`src/rtl/lcd_pwr_seq.sv`:
```
module lcd_pwr_seq #(
  parameter int T1_W = 6,
  parameter int T25_W = 10,
  parameter int T34_W = 8,
  parameter int T1_STEP = 50,
  parameter int T25_STEP = 1,
  parameter int T34_STEP = 2
) (
  input  logic             clk,
  input  logic             rst_n,
  input  logic             tick_ms,
  input  logic             link_en,
  input  logic             pll_locked,
  input  logic             hsync_ok,
  input  logic             vsync_ok,
  input  logic             pclk_ok,
  input  logic             bkl_allow,
  input  logic             gnd_idle,
  input  logic [T1_W-1:0]  t1_cfg,
  input  logic [T25_W-1:0] t2_cfg,
  input  logic [T34_W-1:0] t3_cfg,
  input  logic [T34_W-1:0] t4_cfg,
  input  logic [T25_W-1:0] t5_cfg,
  output logic             panel_vdd_en,
  output logic             link_valid,
  output logic             bkl_en,
  output logic             link_oe,
  output logic             link_zero
);
  localparam int MAX1 = ((1 << T1_W) - 1) * T1_STEP;
  localparam int MAX25 = ((1 << T25_W) - 1) * T25_STEP;
  localparam int MAX34 = ((1 << T34_W) - 1) * T34_STEP;
  localparam int MAXA = (MAX1 > MAX25) ? MAX1 : MAX25;
  localparam int MAXMS = (MAXA > MAX34) ? MAXA : MAX34;
  localparam int CNT_W = $clog2(MAXMS + 1);

  typedef enum logic [2:0] {
    S_OFF, S_UP1, S_UP2, S_ON, S_DN3, S_DN4, S_LOCK
  } st_t;

  st_t st, nxt;
  logic [CNT_W-1:0] cnt, load;
  logic go, done;

  assign go   = link_en & pll_locked & hsync_ok & vsync_ok & pclk_ok;
  assign done = (cnt == '0);

  always_comb begin
    nxt = st;
    case (st)
      S_OFF:  if (go) nxt = S_UP1;
      S_UP1:  if (!go) nxt = S_DN4; else if (done) nxt = S_UP2;
      S_UP2:  if (!go) nxt = S_DN3; else if (done) nxt = S_ON;
      S_ON:   if (!go) nxt = S_DN3;
      S_DN3:  if (done) nxt = S_DN4;
      S_DN4:  if (done) nxt = S_LOCK;
      S_LOCK: if (done) nxt = S_OFF;
      default: nxt = S_OFF;
    endcase
  end

  always_comb begin
    case (nxt)
      S_UP1:  load = CNT_W'(t1_cfg) * CNT_W'(T1_STEP);
      S_UP2:  load = CNT_W'(t2_cfg) * CNT_W'(T25_STEP);
      S_DN3:  load = CNT_W'(t3_cfg) * CNT_W'(T34_STEP);
      S_DN4:  load = CNT_W'(t4_cfg) * CNT_W'(T34_STEP);
      S_LOCK: load = CNT_W'(t5_cfg) * CNT_W'(T25_STEP);
      default: load = '0;
    endcase
  end

  always_ff @(posedge clk or negedge rst_n) begin
    if (!rst_n) begin
      st  <= S_OFF;
      cnt <= '0;
    end else begin
      st <= nxt;
      if (nxt != st) cnt <= load;
      else if (!done && tick_ms) cnt <= cnt - 1'b1;
    end
  end

  assign panel_vdd_en = (st == S_UP1) | (st == S_UP2) | (st == S_ON) |
                        (st == S_DN3) | (st == S_DN4);
  assign link_valid   = (st == S_UP2) | (st == S_ON) | (st == S_DN3);
  assign bkl_en       = (st == S_ON) & bkl_allow;
  assign link_oe      = link_valid | gnd_idle;
  assign link_zero    = gnd_idle & ~link_valid;
endmodule


```
`config.mk`:
```
export PLATFORM = sky130hd
export DESIGN_NAME = lcd_pwr_seq
export DESIGN_NICKNAME = d
export VERILOG_FILES = /design/src/rtl/lcd_pwr_seq.sv
export SDC_FILE = /design/constraint.sdc
export NUM_CORES = 1
export LEC_CHECK = 0
export BUFFER_PORTS_ARGS = -buffer_cell sky130_fd_sc_hd__buf_4
export CAP_MARGIN = 40
export CORE_ASPECT_RATIO = 0.9
export CORE_MARGIN = 1
export CORE_UTILIZATION = 40
export CTS_CLUSTER_SIZE = 28
export DETAILED_ROUTE_END_ITERATION = 10
export PLACE_DENSITY = 0.66
export SYNTH_ARGS = -nofsm -noshare
export SYNTH_HDL_FRONTEND = slang
export SYNTH_SLANG_ARGS = --single-unit
```
`constraint.sdc`:
```
create_clock -name clk -period 5.49 [get_ports clk]
set_input_delay 0.2745 -clock clk [delete_from_list [all_inputs] [get_ports clk]]
set_output_delay 0.2745 -clock clk [all_outputs]
set_load 0.01 [all_outputs]
```
# --- Yosys cells after proc, flatten, opt, wreduce, memory -nomap -nowiden ---
# Index checks and enable logic that the tools add are counted.
totals:
  out_inout_bits: 5
  register_bits: 15
  word_cells: 48
  in_bits: 52
op_classes:
  n_addsub: 1
  mul: 1
  eq_ne: 12
  mux: 13
  n_bitwise: 14
  reduce_logical: 5
ops:
  columns: ["cell", "count"]
  rows:
  - ["12-bit one-hot mux with 5 select lines", 1]
  - ["3-bit two-way mux", 9]
  - ["12-bit two-way mux", 2]
  - ["3-bit one-hot mux with 7 select lines", 1]
  - ["3-bit equality test (second input constant)", 6]
  - ["12-bit logical NOT", 1]
  - ["12-bit by 1-bit subtractor with 12-bit output (second input constant)", 1]
  - ["6-bit by 5-bit multiplier with 11-bit output (second input constant)", 1]
  - ["3-bit by 2-bit equality test with 1-bit output (second input constant)", 3]
  - ["1-bit OR", 7]
  - ["1-bit bitwise AND", 6]
  - ["3-bit by 1-bit equality test with 1-bit output (second input constant)", 2]
  - ["3-bit logical NOT", 1]
  - ["3-bit inequality test", 1]
  - ["2-bit nonzero test", 1]
  - ["1-bit logical AND", 1]
  - ["1-bit logical NOT", 1]
  - ["1-bit inverter", 1]

# --- Depth between registers and ports, before layout ---
depth:
  depth_word: 9
  depth_mapped: 11
  depth_no_buf: 11

# --- Worst setup path before layout ---
# Ideal clock, no wire load.
synth_path:
  path_type: "input-to-reg"
  start: "in t1_cfg[1]"
  end: "reg cnt[9]"
  t_required_ns: 5.362
  setup_ns: 0.128
  t_arrival_ns: 2.498
  path_stages: 11
  setup_slack_ns: 2.865
  path_buffers: 0
  path_cell_list: "ha_1 > ha_1 > ha_1 > inv_1 > fa_1 > nand2b_1 > a21oi_1 > xor2_1 > a22o_1 > a211oi_1 > nor3_1"
synth_via:
  elab_chain_len: 3
synth_lines:
  columns: ["element", "line_no", "text"]
  rows:
  - ["from (decl)", "19", "input logic [T1_W-1:0] t1_cfg,"]
  - ["6-bit by 5-bit multiplier with 11-bit output", "64", "S_UP1: load = CNT_W'(t1_cfg) * CNT_W'(T1_STEP);"]
  - ["12-bit one-hot mux with 5 select lines", "63", "case (nxt)"]
  - ["12-bit two-way mux", "79", "if (nxt != st) cnt <= load;"]
  - ["to (signal assigned)", "79", null]
  - ["to (signal assigned)", "80", "else if (!done && tick_ms) cnt <= cnt - 1'b1;"]
  - ["to (decl)", "42", "logic [CNT_W-1:0] cnt, load;"]
# Every way passes these cells.
# A chain may end at the register's enable or synchronous reset.

# --- Final worst setup path ---
layout_path:
  start: "reg cnt[8]"
  end: "reg cnt[1]"
layout_via:
  elab_chain_len: 7
  word_cells_on_any_way: 20
  classes_between: "6 x eq/ne; 10 x mux; 4 x reduce/logical"
layout_lines:
  columns: ["element", "line_no", "text"]
  rows:
  - ["12-bit logical NOT (*)", "46", "assign done = (cnt == '0);"]
  - ["3-bit two-way mux, on equally long branches (2 in series)", "53, 52", null]
  - ["3-bit one-hot mux with 7 select lines", "50", "case (st)"]
  - ["3-bit equality test, or another cell as far along", "63", null]
  - ["12-bit one-hot mux with 5 select lines", "63", null]
  - ["12-bit two-way mux", "79", null]
# Mark *: on every way between the ends. The rest lies on a longest branch, timed or not.

==> flow_summary.yaml <==
setup_path:
  start_kind: "flop"
  cp.arrival_ns: 3.01
  crit_buf_inv: 2
  crit_slowest_cell: "or4_1"
  cpMostUsedCell: "buf_4"
  max_stage_delay_ns: 0.66
  cp_max_fo: 18
  r2r-start: "cnt[8]$_DFFE_PN0P_"
  crit_required_ns: 5.66
  worst_setup_path_end_kind: "flop"
  critPathKind: "reg -> reg"
  crit_chain: "or4_1 > nor4_4 > buf_4 > mux2i_1 > buf_4 > nand3_1 > and4_1 > o22ai_1"
  critPathTopFamily: "simple AND/OR/NAND/NOR gates"
  startpoint: "cnt[8]$_DFFE_PN0P_"
floorplanning:
  fp.coreArea_mm2: 0.00526
  rows: 25
  start_util_pct: 41.6
  die_width_um: 80.0
  io_pins: 57
  fp.dieH_um: 72.2
  die_area_mm2: 0.00577
status:
  status: "complete, no violations"
power_and_ir_drop:
  switchingPower_uw: 565
  power.leakage_nw: 1.21
  power_density_mw_per_mm2: 420
  seqPwrFrac_pct: 20.9
  total_power_mw: 1.14
  comb_power_share_pct: 71.1
  power.clock.fraction_pct: 8.1
  switching_share_pct: 49.5
  p_int_uw: 575
  ir_worst_vdd_mv: 0.171
logic_synthesis:
  synth-main-ff-cell: "dfrtp_1"
  synthMuxAreaShare_pct: 4.00
  yosys_warnings: 0
  synth_top_family_by_area: "simple AND/OR/NAND/NOR gates"
  synth_common_cells: "ha_1, nor2_1, nand2_1"
  synth_cells: 269
  synthTopCellsByArea: "dfrtp_1, ha_1, nor2_1, a21oi_1, nand3_1"
  syn_nets: 346
  ys_types: 61
  synth.most_common_cell: "ha_1"
  syn_area_per_cell_um2: 8.14
  synth_top_area_share_pct: 17.2
  synth_compound_area_share_pct: 22.9
  syn-cell-area_mm2: 0.00219
  yosys.area_share.simple_pct: 30.2
  yosysTopAreaCell: "dfrtp_1"
  synth-edff-count: 0
  ys_async_sr_fraction_pct: 100
  synth-seq-cells: 15
  synthAdderAreaFrac_pct: 14.6
  synth.yosys.seq_area_share_pct: 17.2
  synth_xor_area_share_pct: 6.46
placed_design:
  hpwl_um: 5060
  dp_cells: 382
  io_buffers: 56
  globalplace.congestion: 0.826
  post-place-ws_ns: 2.59
detailed_routing:
  drtIter0Drc: 191
  postRouteAntennaNets: 0
  drc: 0
  via_per_inst: 6.04
  dr.pass1.iters: 5
  num_vias: 2336
  wl_per_cell_um: 16.8
  totalWireLength_um: 6510
grt:
  grt_pass1_wl_um: 10100
  grt_use_total_pct: 22.8
  grt_overflow_total: 0
  antenna_found_initial: 0
  grt_pass1_vias: 2077
  grt_max_degree: 31
cells_and_area:
  area_delta_synth_final_pct: 24.1
  fillers: 519
  multi_input_area_mm2: 0.00171
  fin_cells: 387
  nNetsFinal: 398
  antenna_cells: 0
  drive_gt1_share_pct: 27.5
  regArea_um2: 375
sta:
  period_needed_ns: 2.84
  timing.fmax_mhz: 352
  skew_ns: 0.00159
  setup_tns_ns: 0
  slew_headroom_pct: 38.3
  worst_slack_ns: 2.65
  setup_viol: 0
  worstMarginPinSlew_ns: 0.923
  rsz0062_at_grt: "no"
  finalCritPeriodShare_pct: 51.7
  slew_violations: 0
  hold_viol: 0
clocking:
  cts_tree: "yes"
  clockBufferDepth: 2
  h-tree-depth: 1
  clk_latency_ns: 0.25
  cts_buffers: 3
  cts_setup_buffers: 0
  clk_pin_slew_ns: 0.07
  clock-sinks: 15
  cts_root_buffer: "clkbuf_8"
min_path:
  hp-class: "in -> reg"
  min_from: "t2_cfg[4]"
run:
  cap_violations: 0
[cell type report]
class	count	area share, %
clock buffers	3	1.52
clock inverters	1	0.184
inverters	9	1.24
multi-input cells	230	63.0
flip-flops and latches	15	13.8
well taps	67	3.09
repair buffers	62	17.1
[cells in the final DEF, fill, tap and decap left out, types with 2 or more instances in the layout]
master / instances
or2_2: 2
a211oi_1: 3
xnor2_1: 8
ha_1: 24
nor3b_1: 2
xor2_1: 5
nand2_1: 18
clkbuf_8: 3
mux2i_1: 2
o32ai_1: 2
nor2_1: 20
inv_1: 9
o22ai_1: 4
o22a_1: 2
nand3_1: 14
a21bo_2: 2
and3_1: 4
and3b_1: 2
nor4_1: 3
a22oi_1: 4
nand4_1: 8
nor3_1: 13
o21ai_0: 8
and4_1: 5
a32oi_1: 4
a21oi_1: 14
a221o_2: 2
buf_4: 60
dfrtp_1: 15
nor2b_1: 3
a22o_1: 3
nand2b_1: 7
and4bb_2: 2
mux2_2: 6
or4_4: 2
a31o_2: 2
a31oi_1: 6
a21o_1: 2
nand3b_1: 2
[final timing paths]
check | end | slack [ns] | depth (start not counted)
setup reg to reg | cnt[1]$_DFFE_PN0P_ | 2.65 | 8
hold / removal | cnt[4]$_DFFE_PN0P_ | 0.26 | 2
hold reg to reg | cnt[0]$_DFFE_PN0P_ | 0.60 | 2
max in group asynchronous | cnt[10]$_DFFE_PN0P_ | 4.88 | 2
min in group asynchronous | cnt[2]$_DFFE_PN0P_ | 0.42 | 2
setup / recovery | cnt[1]$_DFFE_PN0P_ | 2.65 | 8
[power by group through the flow]
stage                     logic (mW)  clock network, mW  registers (mW)
final                          0.810             0.0918           0.238
after CTS                      0.800             0.0944           0.235
after detailed placement       0.797                  0           0.237
after global routing           0.878              0.101           0.247
after global placement         0.782                  0           0.235
after floorplan                0.626                  0           0.196
[flip-flops by register name, summed over array words and instances (netlist names)]
name	cells
st	3
cnt	12
[stage by stage]
| step | utilization [%] | instance area [um2] | hold WS, ns |
|---|---|---|---|
| 2_1_floorplan | - | 2190 | -0.0211 |
| 3_3_place_gp | 50.4 | 2650 | 0.145 |
| 3_5_place_dp | 50.6 | 2660 | 0.148 |
| 4_1_cts | 51.7 | 2720 | 0.255 |
| 5_1_grt | 51.7 | 2720 | 0.260 |
| 6_report | 51.7 | 2720 | 0.260 |
[metal layers]
| layer | global-route usage, % | vias to the layer above | wire, um |
|---|---|---|---|
| met5 | 0 | - | 0 |
| met4 | 6.35 | 0 | 57 |
| met3 | 2.26 | 4 | 503 |
| met2 | 35.5 | 101 | 2900 |
| met1 | 33.6 | 1097 | 3050 |
| li1 | - | 1134 | - |
[cells by family (layout without fill, tap and decap cells)]
group / after synthesis / count (layout)
AOI/OAI and AO/OA: 68 / 68
xor gates and xnor gates: 14 / 14
adders and majority gates: 25 / 25
buffers and inverters: 24 / 75
DFF: 15 / 15
muxes: 8 / 8
and+or+nand+nor: 115 / 115
[repair_timing]
| item | 4_1_cts | 5_1_grt |
|---|---|---|
| hold buffers | 1 | 0 |
| resized for setup | 0 | 0 |
| endpoints found under the hold margin | 15 | 0 |
Power figures use the tool's default switching activity.
